[src/rtl/vsg_pkg.sv]
package vsg_pkg;
    typedef enum logic [0:0] {
        ST_HIGH = 1'b0,
        ST_LOW  = 1'b1
    } vs_state_t;

    typedef logic [1:0] reg_addr_t;

    localparam logic [1:0] MODE_TV   = 2'b10;
    localparam reg_addr_t  A_START   = 2'd0;
    localparam reg_addr_t  A_SCAN    = 2'd1;
    localparam reg_addr_t  A_STATUS  = 2'd2;
endpackage

[src/rtl/vsg_sync_edge.sv]
module vsg_sync_edge #(
    parameter int STAGES = 2
) (
    input  logic clk,
    input  logic rst_n,
    input  logic din,
    output logic rise
);
    logic [STAGES:0] sh_q;

    always_ff @(posedge clk) begin
        if (!rst_n) begin
            sh_q <= '0;
        end else begin
            sh_q <= {sh_q[STAGES-1:0], din};
        end
    end

    assign rise = sh_q[STAGES-1] & ~sh_q[STAGES];
endmodule

[src/rtl/vsg_regs.sv]
module vsg_regs
    import vsg_pkg::*;
#(
    parameter int LW = 10,
    parameter int RW = 16
) (
    input  logic          clk,
    input  logic          rst_n,
    input  logic          wr,
    input  reg_addr_t     addr,
    input  logic [RW-1:0] wdata,
    input  logic          tmo_set,
    output logic [LW-1:0] start_q,
    output logic [LW-1:0] scan_q,
    output logic          flag_q,
    output logic [RW-1:0] rdata
);
    logic clr_req;
    logic unused_hi;

    assign unused_hi = ^wdata[RW-1:LW];
    assign clr_req   = wr && (addr == A_STATUS) && wdata[0];

    // timing values deliberately have no reset
    always_ff @(posedge clk) begin
        if (wr && addr == A_START) begin
            start_q <= wdata[LW-1:0];
        end
        if (wr && addr == A_SCAN) begin
            scan_q <= wdata[LW-1:0];
        end
    end

    always_ff @(posedge clk) begin
        if (!rst_n) begin
            flag_q <= 1'b0;
        end else if (tmo_set) begin
            flag_q <= 1'b1;
        end else if (clr_req) begin
            flag_q <= 1'b0;
        end
    end

    always_comb begin
        rdata = '0;
        case (addr)
            A_START:  rdata[LW-1:0] = start_q;
            A_SCAN:   rdata[LW-1:0] = scan_q;
            A_STATUS: rdata[0]      = flag_q;
            default:  rdata         = '0;
        endcase
    end
endmodule

[src/rtl/vsg_line_ctr.sv]
module vsg_line_ctr #(
    parameter int LW = 10
) (
    input  logic          clk,
    input  logic          rst_n,
    input  logic          line_stb,
    input  logic          tv_mode,
    input  logic          ext_rise,
    input  logic [LW-1:0] scan_q,
    output logic [LW-1:0] lc_q,
    output logic [LW-1:0] lc_next,
    output logic          adv,
    output logic          tmo_set
);
    logic [LW-1:0] scan_m1;

    assign scan_m1 = scan_q - LW'(1);

    always_comb begin
        lc_next = lc_q;
        adv     = 1'b0;
        tmo_set = 1'b0;
        if (tv_mode && ext_rise) begin
            lc_next = '0;
            adv     = 1'b1;
        end else if (line_stb) begin
            adv = 1'b1;
            if (lc_q >= scan_m1) begin
                lc_next = '0;
                tmo_set = tv_mode;
            end else begin
                lc_next = lc_q + LW'(1);
            end
        end
    end

    always_ff @(posedge clk) begin
        if (!rst_n) begin
            lc_q <= '0;
        end else begin
            lc_q <= lc_next;
        end
    end
endmodule

[src/rtl/vsg_fsm.sv]
module vsg_fsm
    import vsg_pkg::*;
#(
    parameter int LW  = 10,
    parameter int PW  = 3,
    localparam int WCW = (PW > 2) ? $clog2(PW) : 1
) (
    input  logic          clk,
    input  logic          rst_n,
    input  logic          adv,
    input  logic          line_stb,
    input  logic [LW-1:0] lc_next,
    input  logic [LW-1:0] start_q,
    output logic          vsync_n
);
    vs_state_t      state_q, state_n;
    logic [WCW-1:0] wcnt_q, wcnt_n;

    always_comb begin
        state_n = state_q;
        wcnt_n  = wcnt_q;
        unique case (state_q)
            ST_HIGH: begin
                if (adv && lc_next == start_q) begin
                    state_n = ST_LOW;
                    wcnt_n  = '0;
                end
            end
            ST_LOW: begin
                if (line_stb) begin
                    if (wcnt_q == WCW'(PW - 1)) begin
                        state_n = ST_HIGH;
                        wcnt_n  = '0;
                    end else begin
                        wcnt_n = wcnt_q + WCW'(1);
                    end
                end
            end
        endcase
    end

    always_ff @(posedge clk) begin
        if (!rst_n) begin
            state_q <= ST_HIGH;
            wcnt_q  <= '0;
        end else begin
            state_q <= state_n;
            wcnt_q  <= wcnt_n;
        end
    end

    always_ff @(posedge clk) begin
        if (!rst_n) begin
            vsync_n <= 1'b1;
        end else begin
            vsync_n <= (state_n != ST_LOW);
        end
    end
endmodule

[src/rtl/vsync_timing_gen.sv]
module vsync_timing_gen
    import vsg_pkg::*;
#(
    parameter int LW     = 10,
    parameter int RW     = 16,
    parameter int PW     = 3,
    parameter int STAGES = 2
) (
    input  logic          clk,
    input  logic          rst_n,
    input  logic          line_stb,
    input  logic          ext_vsync,
    input  logic [1:0]    mode_sel,
    input  logic          reg_wr,
    input  logic [1:0]    reg_addr,
    input  logic [RW-1:0] reg_wdata,
    output logic [RW-1:0] reg_rdata,
    output logic          vsync_n,
    output logic [LW-1:0] line_cnt,
    output logic          tmo_flag
);
    logic          tv_mode;
    logic          ext_rise;
    logic [LW-1:0] start_q;
    logic [LW-1:0] scan_q;
    logic [LW-1:0] lc_next;
    logic          adv;
    logic          tmo_set;

    assign tv_mode = (mode_sel == MODE_TV);

    vsg_sync_edge #(.STAGES(STAGES)) u_sync (
        .clk  (clk),
        .rst_n(rst_n),
        .din  (ext_vsync),
        .rise (ext_rise)
    );

    vsg_regs #(.LW(LW), .RW(RW)) u_regs (
        .clk    (clk),
        .rst_n  (rst_n),
        .wr     (reg_wr),
        .addr   (reg_addr),
        .wdata  (reg_wdata),
        .tmo_set(tmo_set),
        .start_q(start_q),
        .scan_q (scan_q),
        .flag_q (tmo_flag),
        .rdata  (reg_rdata)
    );

    vsg_line_ctr #(.LW(LW)) u_ctr (
        .clk     (clk),
        .rst_n   (rst_n),
        .line_stb(line_stb),
        .tv_mode (tv_mode),
        .ext_rise(ext_rise),
        .scan_q  (scan_q),
        .lc_q    (line_cnt),
        .lc_next (lc_next),
        .adv     (adv),
        .tmo_set (tmo_set)
    );

    vsg_fsm #(.LW(LW), .PW(PW)) u_fsm (
        .clk     (clk),
        .rst_n   (rst_n),
        .adv     (adv),
        .line_stb(line_stb),
        .lc_next (lc_next),
        .start_q (start_q),
        .vsync_n (vsync_n)
    );
endmodule

[config.mk]
export PLATFORM = sky130hd
export DESIGN_NAME = vsync_timing_gen
export DESIGN_NICKNAME = d
export VERILOG_FILES = /design/src/rtl/vsg_pkg.sv /design/src/rtl/vsg_sync_edge.sv /design/src/rtl/vsg_regs.sv /design/src/rtl/vsg_line_ctr.sv /design/src/rtl/vsg_fsm.sv /design/src/rtl/vsync_timing_gen.sv
export SDC_FILE = /design/constraint.sdc
export NUM_CORES = 1
export LEC_CHECK = 0
export BUFFER_PORTS_ARGS = -buffer_cell sky130_fd_sc_hd__buf_2
export CAP_MARGIN = 40
export CORE_MARGIN = 2
export CORE_UTILIZATION = 40
export CTS_CLUSTER_SIZE = 16
export DETAILED_ROUTE_END_ITERATION = 8
export GPL_TIMING_DRIVEN = 1
export PLACE_DENSITY = 0.6
export SLEW_MARGIN = 20
export SYNTH_ARGS = -nofsm -noshare
export SYNTH_HDL_FRONTEND = slang
export SYNTH_SLANG_ARGS = --single-unit
[constraint.sdc]
create_clock -name clk -period 3.7 [get_ports clk]
set_input_delay 0.925 -clock clk [delete_from_list [all_inputs] [get_ports clk]]
set_output_delay 0.925 -clock clk [all_outputs]
set_load 0.01 [all_outputs]
==> results.yml, run 1 <==
run_status:
  status: "completed"
yosys:
  synth_edf_count: 20
  yosys.area.top_type_share: 0.275
  syn-instance-count: 206
  ys_ff_latch: 38
  ys_warn_count: 0
  ys_seq_area_frac: 0.440
  synth_cell_types: 50
  yosysTopAreaCell: "edfxtp_1"
  syn-cell-area_um2: 2180
  synth_top_flop_cell: "edfxtp_1"
  synthTopCellsByArea: "edfxtp_1 (27%), dfxtp_1 (16%), ha_1 (6.9%)"
  async_reset_ff_frac: 0
  syn_avg_cell_area_um2: 10.6
global_routing:
  overflow: 0
  grt_max_degree: 15
  grt_pass1_wl_um: 7670
  antenna_found_initial: 0
  grt_pass1_vias: 1576
  track_usage: 0.165
power_and_ir_drop:
  power_density_nw_per_um2: 336
  seqPwrFrac: 0.562
  power_switching_uw: 216
  intPower_uw: 634
  p_sw_frac: 0.254
  worst_ir_drop_vdd_mv: 0.232
  leakagePower_uw: 0.00109
  power.share.clock: 0.322
  combPwrFrac: 0.116
worst_setup_path:
  critPathKind: "flip-flop to flip-flop"
  critPathTopFamily: "simple AND/OR/NAND/NOR gates"
  crit_fanout: 3
  cp.required_ps: 3880
  worst-path-buf-inv: 0
  slowest_stage: "or4_1"
  cp_cell_sequence: "or4_1, nor3_1, nand2_1, xor2_1, ha_1, a21o_1, a22oi_1, nand2_1, a21o_1, o21a_1, a211oi_2, nand4b_1, and3_1"
  max_stage_delay_ps: 590
  critPathLaunchType: "flip-flop"
  crit_path_end_kind: "flip-flop"
  arrival_ps: 3600
floorplanning:
  chipHeight_um: 77.9
  core_area_um2: 5200
  fp.dieW_um: 77.9
  ioPinCount: 53
  dieArea_um2: 6070
  rows: 26
  start_util: 0.420
timing:
  period_needed_ps: 3420
  hold_viol: 0
  timing.final.ws_setup_ps: 284
  setup_viol: 0
  finalCritPeriodShare: 0.923
  fmax_ghz: 0.293
  setup_tns_ps: 0
  final_max_slew_viol_count: 0
  fin_skew_ps: 6.99
  rsz0062_at_grt: "no"
clock_tree:
  cts.sink_count: 38
  cts_root_buffer: "clkbuf_8"
  numCtsBuffers: 5
  cts.path.max_buffers: 2
  cts_tree: "done"
  h-tree-depth: 2
  hold_buffers: 0
  clkLatencyLatePin_ps: 290
  clkTransAtPathRegs_ps: 70
final_layout:
  area_growth_pct: 15.7
  num_antenna_cells: 0
  regArea_um2: 961
  multiInputGateArea_um2: 1170
  final_nets: 287
  final_common_cell: "buf_2"
  drive_gt1_frac: 0.223
  n_fill_cell: 511
  layout_common_cells: "buf_2 (40), nor2_1 (25), edfxtp_1 (20)"
drt:
  drtAntennaViolNets: 0
  wl_per_cell_um: 14.9
  drc_errors: 0
  vias: 1640
  wirelength_um: 4770
  dr.pass1.iters: 4
  first_iter_violations: 73
  via_per_inst: 5.11
place:
  pre_cts_ws_ps: 190
  place_congestion: 0.811
  dpl.hpwl_um: 3670
  io_buffer_count: 40
worst_hold_path:
  hold_class: "flip-flop to flip-flop"
job:
  maxCapViolations: 0
registers in the layout (all words and copies together) (netlist names):
register        flops
u_ctr.lc_q         10
u_fsm.state_q       1
u_fsm.vsync_n       1
u_fsm.wcnt_q        2
u_regs.flag_q       1
u_regs.scan_q      10
u_regs.start_q     10
u_sync.sh_q         3
layout make-up:
class / count / share of cell area
clock buffer: 6 / 0.0287
clock inverter: 2 / 0.00347
inverter: 4 / 0.00594
multi-input combinational: 159 / 0.462
sequential: 38 / 0.380
tap: 70 / 0.0347
timing repair buffer: 42 / 0.0851
path summary, 6_finish.rpt:
kind	from	endpoint	slack, ps	cells past startpoint
max reg2reg	u_regs.scan_q[5]$_DFFE_PP_	u_fsm.wcnt_q[0]$_SDFFE_PN0P_	280	13
min	u_sync.sh_q[0]$_SDFF_PN0_	u_sync.sh_q[1]$_SDFF_PN0_	440	1
min reg2reg	u_sync.sh_q[0]$_SDFF_PN0_	u_sync.sh_q[1]$_SDFF_PN0_	440	1
max	u_regs.scan_q[5]$_DFFE_PP_	u_fsm.wcnt_q[0]$_SDFFE_PN0P_	280	13
cells by family (layout without fill, tap and decap cells):
group                      count (synthesis)  count (layout)  share of synthesized area
muxes                                     11              11                     0.0504
adders and majority gates                 12              12                     0.0687
AOI/OAI and AO/OA                         30              30                      0.108
and+or+nand+nor                           79              79                      0.210
other                                      1               6                    0.00172
xor gates and xnor gates                  21              21                     0.0842
DFF                                       38              38                      0.440
buffers and inverters                     14              54                     0.0378
power by group through the flow:
stage	clock network, µW	registers, µW	logic (µW)
3_3_place_gp	0	487	98.1
5_1_grt	302	480	111
2_1_floorplan	0	482	69.5
4_1_cts	282	477	99.2
3_5_place_dp	0	487	98.7
6_report	274	478	98.3
cell usage after synthesis (5+ instances only):
| cell type | n |
|---|---|
| mux2i_1 | 11 |
| xnor2_1 | 10 |
| dfxtp_1 | 18 |
| nand2_1 | 12 |
| and2_1 | 5 |
| nor2_1 | 25 |
| and3_1 | 6 |
| ha_1 | 12 |
| edfxtp_1 | 20 |
| xor2_1 | 11 |
| buf_4 | 6 |
repair_timing:
item	CTS	global route
resized for setup	0	1
setup endpoints to repair	0	4
hold endpoints to repair	0	0
setup buffers	0	0
layer usage:
metal	global-route usage	vias up	share of wire
met5	0	-	0
met4	0.0579	0	0.013
met3	0.0372	5	0.046
met2	0.261	48	0.45
met1	0.221	748	0.49
li1	-	839	-
through the flow:
stage,utilization,hold WS (ps),instance area (µm²),cells,total power [µW]
after floorplan,-,412,2200,211,551
after global placement,0.469,416,2440,313,585
after detailed placement,0.469,424,2440,313,586
after CTS,0.484,443,2520,321,859
after global routing,0.486,452,2530,321,894
final,0.486,443,2530,321,850
(Power assumes the default switching activity.)
==> run 2: changes to the inputs <==
--- a/config.mk
+++ b/config.mk
@@ -5,14 +5,14 @@
 export SDC_FILE = /design/constraint.sdc
 export NUM_CORES = 1
 export LEC_CHECK = 0
-export BUFFER_PORTS_ARGS = -buffer_cell sky130_fd_sc_hd__buf_2
 export CAP_MARGIN = 40
 export CORE_MARGIN = 2
 export CORE_UTILIZATION = 40
 export CTS_CLUSTER_SIZE = 16
 export DETAILED_ROUTE_END_ITERATION = 8
+export DONT_BUFFER_PORTS = 1
 export GPL_TIMING_DRIVEN = 1
-export PLACE_DENSITY = 0.6
+export PLACE_DENSITY = 0.51
 export SLEW_MARGIN = 20
 export SYNTH_ARGS = -nofsm -noshare
 export SYNTH_HDL_FRONTEND = slang
==> results.yml, run 2 (same netlist as run 1, synthesis figures left out) <==
run_status:
  status: "completed"
final_layout:
  num_antenna_cells: 0
  drive_gt1_frac: 0.0853
  fin_util: 0.454
  layout_common_cells: "nor2_1 (25), edfxtp_1 (20), dfxtp_1 (18)"
  area_growth_pct: 8.08
  final_nets: 247
  top_regs: "u_ctr.lc_q (10), u_regs.scan_q (10), u_regs.start_q (10)"
  final_common_cell: "nor2_1"
  n_fill_cell: 505
  instances_no_fill: 281
place:
  io_buffer_count: 0
  place_congestion: 0.816
  dpl.cell_count: 272
  pre_cts_ws_ps: 186
  dpl.hpwl_um: 3810
clock_tree:
  cts.sink_count: 38
  hold_buffers: 0
  clkLatencyLatePin_ps: 290
  numCtsBuffers: 5
  cts_tree: "done"
  cts_root_buffer: "clkbuf_8"
  cts.path.max_buffers: 2
  h-tree-depth: 2
  clkTransAtPathRegs_ps: 80
drt:
  vias: 1554
  drc_errors: 0
  via_per_inst: 5.53
  first_iter_violations: 73
  wl_per_cell_um: 17.3
  dr.pass1.iters: 4
  drtAntennaViolNets: 0
  wirelength_um: 4860
power_and_ir_drop:
  power_density_nw_per_um2: 379
  leakagePower_uw: 0.000916
  worst_ir_drop_vdd_mv: 0.205
  p_total_uw: 894
worst_setup_path:
  rr_startpoint: "u_regs.scan_q[4]$_DFFE_PP_"
  reg2reg_depth: 14
  rr_endpoint: "u_fsm.state_q$_SDFF_PN0_"
  max_stage_delay_ps: 580
  worst-path-buf-inv: 1
  cp.required_ps: 3880
  slowest_stage: "or4_1"
  crit_fanout: 7
  critPathKind: "flip-flop to flip-flop"
  rrSetupSlack_ps: 260
  crit_path_end_kind: "flip-flop"
  critPathLaunchType: "flip-flop"
  arrival_ps: 3620
  critPathTopFamily: "simple AND/OR/NAND/NOR gates"
  cp_cell_sequence: "or4_1, nor3_1, nand2_1, xor2_1, ha_1, a21o_1, a22oi_1, nand2_1, a21oi_4, nor3b_2, a211oi_2, buf_4, a21o_1, and3_1"
worst_hold_path:
  hold_depth: 1
  hold_class: "flip-flop to flip-flop"
  hold_path_end: "u_sync.sh_q[1]$_SDFF_PN0_"
  hold_start: "u_sync.sh_q[0]$_SDFF_PN0_"
job:
  maxCapViolations: 0
timing:
  whs_ps: 433
  final_max_slew_viol_count: 0
  fin_skew_ps: 7.30
  period_needed_ps: 3440
  hold_viol: 0
  setup_viol: 0
  finalCritPeriodShare: 0.929
  timing.final.ws_setup_ps: 261
  fmax_ghz: 0.291
global_routing:
  grt_max_degree: 15
  track_usage: 0.173
  grt_pass1_wl_um: 8160
  antenna_found_initial: 0
  grt_pass1_vias: 1659
  overflow: 0
floorplanning:
  fp.dieW_um: 77.9
  core_area_um2: 5200
  ioPinCount: 53
  chipHeight_um: 77.9
  dieArea_um2: 6070
  rows: 26
  start_util: 0.420
==> run 2: cell types whose count changed in the layout (fill, tap and decap cells not counted), sizes merged <==
| cell | delta |
|---|---|
| buf | -40 |
| bufinv | +1 |
| clkinv | -2 |
| clkinvlp | +1 |
==> run 2: metal layers <==
metal	vias to the layer above	wire length [µm]	GRT usage
li1	748	-	-
met1	746	2060	0.205
met2	52	2310	0.290
met3	8	409	0.0651
met4	0	82	0.0579
met5	-	0	0
==> run 2: cell type report <==
cell class	count	area, µm²	area share
Multi-Input combinational cell	159	1170	0.497
Clock buffer	6	72.6	0.0307
Tap cell	70	87.6	0.0371
Sequential cell	38	961	0.407
Timing Repair Buffer	2	15.0	0.00636
Inverter	4	15.0	0.00636
Clock inverter	2	37.5	0.0159
==> run 2: how the worst max path moves through the flow <==
stage / from / to / cells past startpoint
after floorplan: u_regs.scan_q[4]$_DFFE_PP_ / u_fsm.state_q$_SDFF_PN0_ / 13
after global placement: u_regs.scan_q[4]$_DFFE_PP_ / u_fsm.wcnt_q[0]$_SDFFE_PN0P_ / 13
after detailed placement: u_regs.scan_q[4]$_DFFE_PP_ / u_fsm.wcnt_q[0]$_SDFFE_PN0P_ / 13
after CTS: u_regs.scan_q[4]$_DFFE_PP_ / u_fsm.wcnt_q[0]$_SDFFE_PN0P_ / 13
after global routing: u_regs.scan_q[4]$_DFFE_PP_ / u_fsm.wcnt_q[0]$_SDFFE_PN0P_ / 14
final: u_regs.scan_q[4]$_DFFE_PP_ / u_fsm.state_q$_SDFF_PN0_ / 14
==> run 2: power by group <==
part / internal (µW) / leakage (µW) / switching (µW)
Sequential: 459 / 0.000330 / 20.4
Combinational: 33.0 / 0.000535 / 37.0
Clock: 201 / 0.0000514 / 144
==> run 2: timing repair <==
item,4_1_cts,5_1_grt
buffers inserted,0,1
endpoints found under the setup margin,0,4
resized for setup,0,3
==> run 2: stage by stage <==
step	TNS (ps)	instance area, µm²
global route	-12.0	2360
CTS	0	2340
finish	0	2360
floorplan	0	2200
detailed placement	0	2230
global placement	0	2230
==> run 3: changes to the inputs <==
--- a/config.mk
+++ b/config.mk
@@ -12,7 +12,6 @@
 export DETAILED_ROUTE_END_ITERATION = 8
 export DONT_BUFFER_PORTS = 1
 export GPL_TIMING_DRIVEN = 1
-export PLACE_DENSITY = 0.51
 export SLEW_MARGIN = 20
 export SYNTH_ARGS = -nofsm -noshare
 export SYNTH_HDL_FRONTEND = slang
==> results.yml, run 3 (same netlist as run 1, synthesis figures left out) <==
run_status:
  status: "completed"
final_layout:
  regArea_um2: 961
  n_fill_cell: 512
  multiInputGateArea_um2: 1170
  top_regs: "u_ctr.lc_q (10), u_regs.scan_q (10), u_regs.start_q (10)"
  final_nets: 247
  final_common_cell: "nor2_1"
  layout_common_cells: "nor2_1 (25), edfxtp_1 (20), dfxtp_1 (18)"
  instances_no_fill: 281
  num_antenna_cells: 0
  area_growth_pct: 7.67
  drive_gt1_frac: 0.0758
place:
  io_buffer_count: 0
  place_congestion: 0.736
  dpl.hpwl_um: 3610
  dpl.cell_count: 273
worst_setup_path:
  critPathTopFamily: "simple AND/OR/NAND/NOR gates"
  cp.required_ps: 3880
  max_stage_delay_ps: 570
  path_depth: 13
  crit_fanout: 4
  cp_cell_sequence: "or4_1, nor3_1, nand2_1, xor2_1, ha_1, a21o_1, a22oi_1, nand2_1, a21o_1, o21a_1, a211oi_2, nand4b_1, and3_1"
  crit_path_end_kind: "flip-flop"
  worst-path-buf-inv: 0
  critPathLaunchType: "flip-flop"
  arrival_ps: 3590
  critPathKind: "flip-flop to flip-flop"
  reg2reg_depth: 13
  slowest_stage: "or4_1"
global_routing:
  track_usage: 0.161
  overflow: 0
  grt_pass1_vias: 1536
  grt_max_degree: 15
  antenna_found_initial: 0
  grt_pass1_wl_um: 7580
  grtUsageMet1: 0.212
  grt_util_met2: 0.252
  top_usage_layer: "met2"
  grt_use_met3: 0.0535
power_and_ir_drop:
  p_sw_frac: 0.221
  power_switching_uw: 196
  power.share.clock: 0.381
  seqPwrFrac: 0.540
  power_density_nw_per_um2: 377
  combPwrFrac: 0.079
  intPower_uw: 691
  leakagePower_uw: 0.000915
  worst_ir_drop_vdd_mv: 0.233
timing:
  fin_skew_ps: 3.43
  setup_viol: 0
  finalCritPeriodShare: 0.921
  period_needed_ps: 3410
  final_max_slew_viol_count: 0
  setup_tns_ps: 0
  hold_viol: 0
  fmax_ghz: 0.294
  rsz0062_at_grt: "no"
clock_tree:
  cts.sink_count: 38
  h-tree-depth: 2
  cts_setup_buffers: 0
  clkLatencyLatePin_ps: 280
  clkTransAtPathRegs_ps: 70
  numCtsBuffers: 5
  cts_root_buffer: "clkbuf_8"
  cts.path.max_buffers: 2
  cts_tree: "done"
  hold_buffers: 0
drt:
  via_per_inst: 5.40
  drc_errors: 0
  first_iter_violations: 72
  wirelength_um: 4610
  wl_per_cell_um: 16.4
  vias: 1518
  dr.pass1.iters: 4
  drtAntennaViolNets: 0
floorplanning:
  chipHeight_um: 77.9
  core_area_um2: 5200
  rows: 26
  dieArea_um2: 6070
  start_util: 0.420
  ioPinCount: 53
  fp.dieW_um: 77.9
worst_hold_path:
  hold_class: "flip-flop to flip-flop"
  hold_depth: 1
job:
  maxCapViolations: 0
==> run 3: cell count changes in the layout (fill, tap and decap cells not counted) <==
cell,previous run,this run
a21boi_1,1,0
clkinvlp_4,1,0
nor3b_2,1,0
clkinv_1,0,1
nor3b_1,3,4
a21boi_0,0,1
==> run 3: path summary, 6_finish.rpt <==
path	end	slack, ps	start
worst max-delay path	u_fsm.wcnt_q[0]$_SDFFE_PN0P_	290	u_regs.scan_q[4]$_DFFE_PP_
worst max register to register	u_fsm.wcnt_q[0]$_SDFFE_PN0P_	290	u_regs.scan_q[4]$_DFFE_PP_
worst min register to register	u_sync.sh_q[1]$_SDFF_PN0_	440	u_sync.sh_q[0]$_SDFF_PN0_
worst min-delay path	u_sync.sh_q[1]$_SDFF_PN0_	440	u_sync.sh_q[0]$_SDFF_PN0_
==> run 3: worst register-to-register path, stage by stage (launching register included) <==
cell	delay (ps)
edfxtp_1	450
or4_1	570
nor3_1	220
nand2_1	100
xor2_1	150
ha_1	280
a21o_1	180
a22oi_1	200
nand2_1	140
a21o_1	200
o21a_1	200
a211oi_2	300
nand4b_1	130
and3_1	170
==> run 3: area by class of cell <==
cell class	count	area share
multi-input combinational	159	0.496
sequential	38	0.409
tap	70	0.0372
clock buffer	6	0.0309
clock inverter	2	0.0144
timing repair buffer	2	0.00638
inverter	4	0.00638
==> run 3: power groups by stage <==
| stage | Sequential (µW) | Combinational (µW) | Clock, µW |
|---|---|---|---|
| 2_1_floorplan | 482 | 69.5 | 0 |
| 3_3_place_gp | 488 | 70.0 | 0 |
| 3_5_place_dp | 489 | 70.9 | 0 |
| 4_1_cts | 479 | 71.0 | 347 |
| 5_1_grt | 482 | 80.5 | 364 |
| 6_report | 479 | 70.1 | 338 |
==> run 3: per-layer routing <==
metal,vias up,wire (µm)
met5,-,0
met4,0,26
met3,2,364
met2,52,2070
met1,712,2150
li1,752,-
==> run 3: per-stage QoR <==
step | instance area [µm²] | worst slack [ps] | total power (µW) | utilization | hold slack [ps]
floorplan | 2200 | 623 | 551 | - | 412
global placement | 2240 | 224 | 558 | 0.430 | 414
detailed placement | 2240 | 221 | 560 | 0.430 | 425
CTS | 2340 | 204 | 897 | 0.450 | 441
global route | 2350 | 77.3 | 926 | 0.452 | 466
finish | 2350 | 293 | 887 | 0.452 | 437
==> run 3: what timing repair did <==
action                                  CTS  global route
endpoints found under the hold margin     0             0
endpoints found under the setup margin    0             2
resized for setup                         0             1
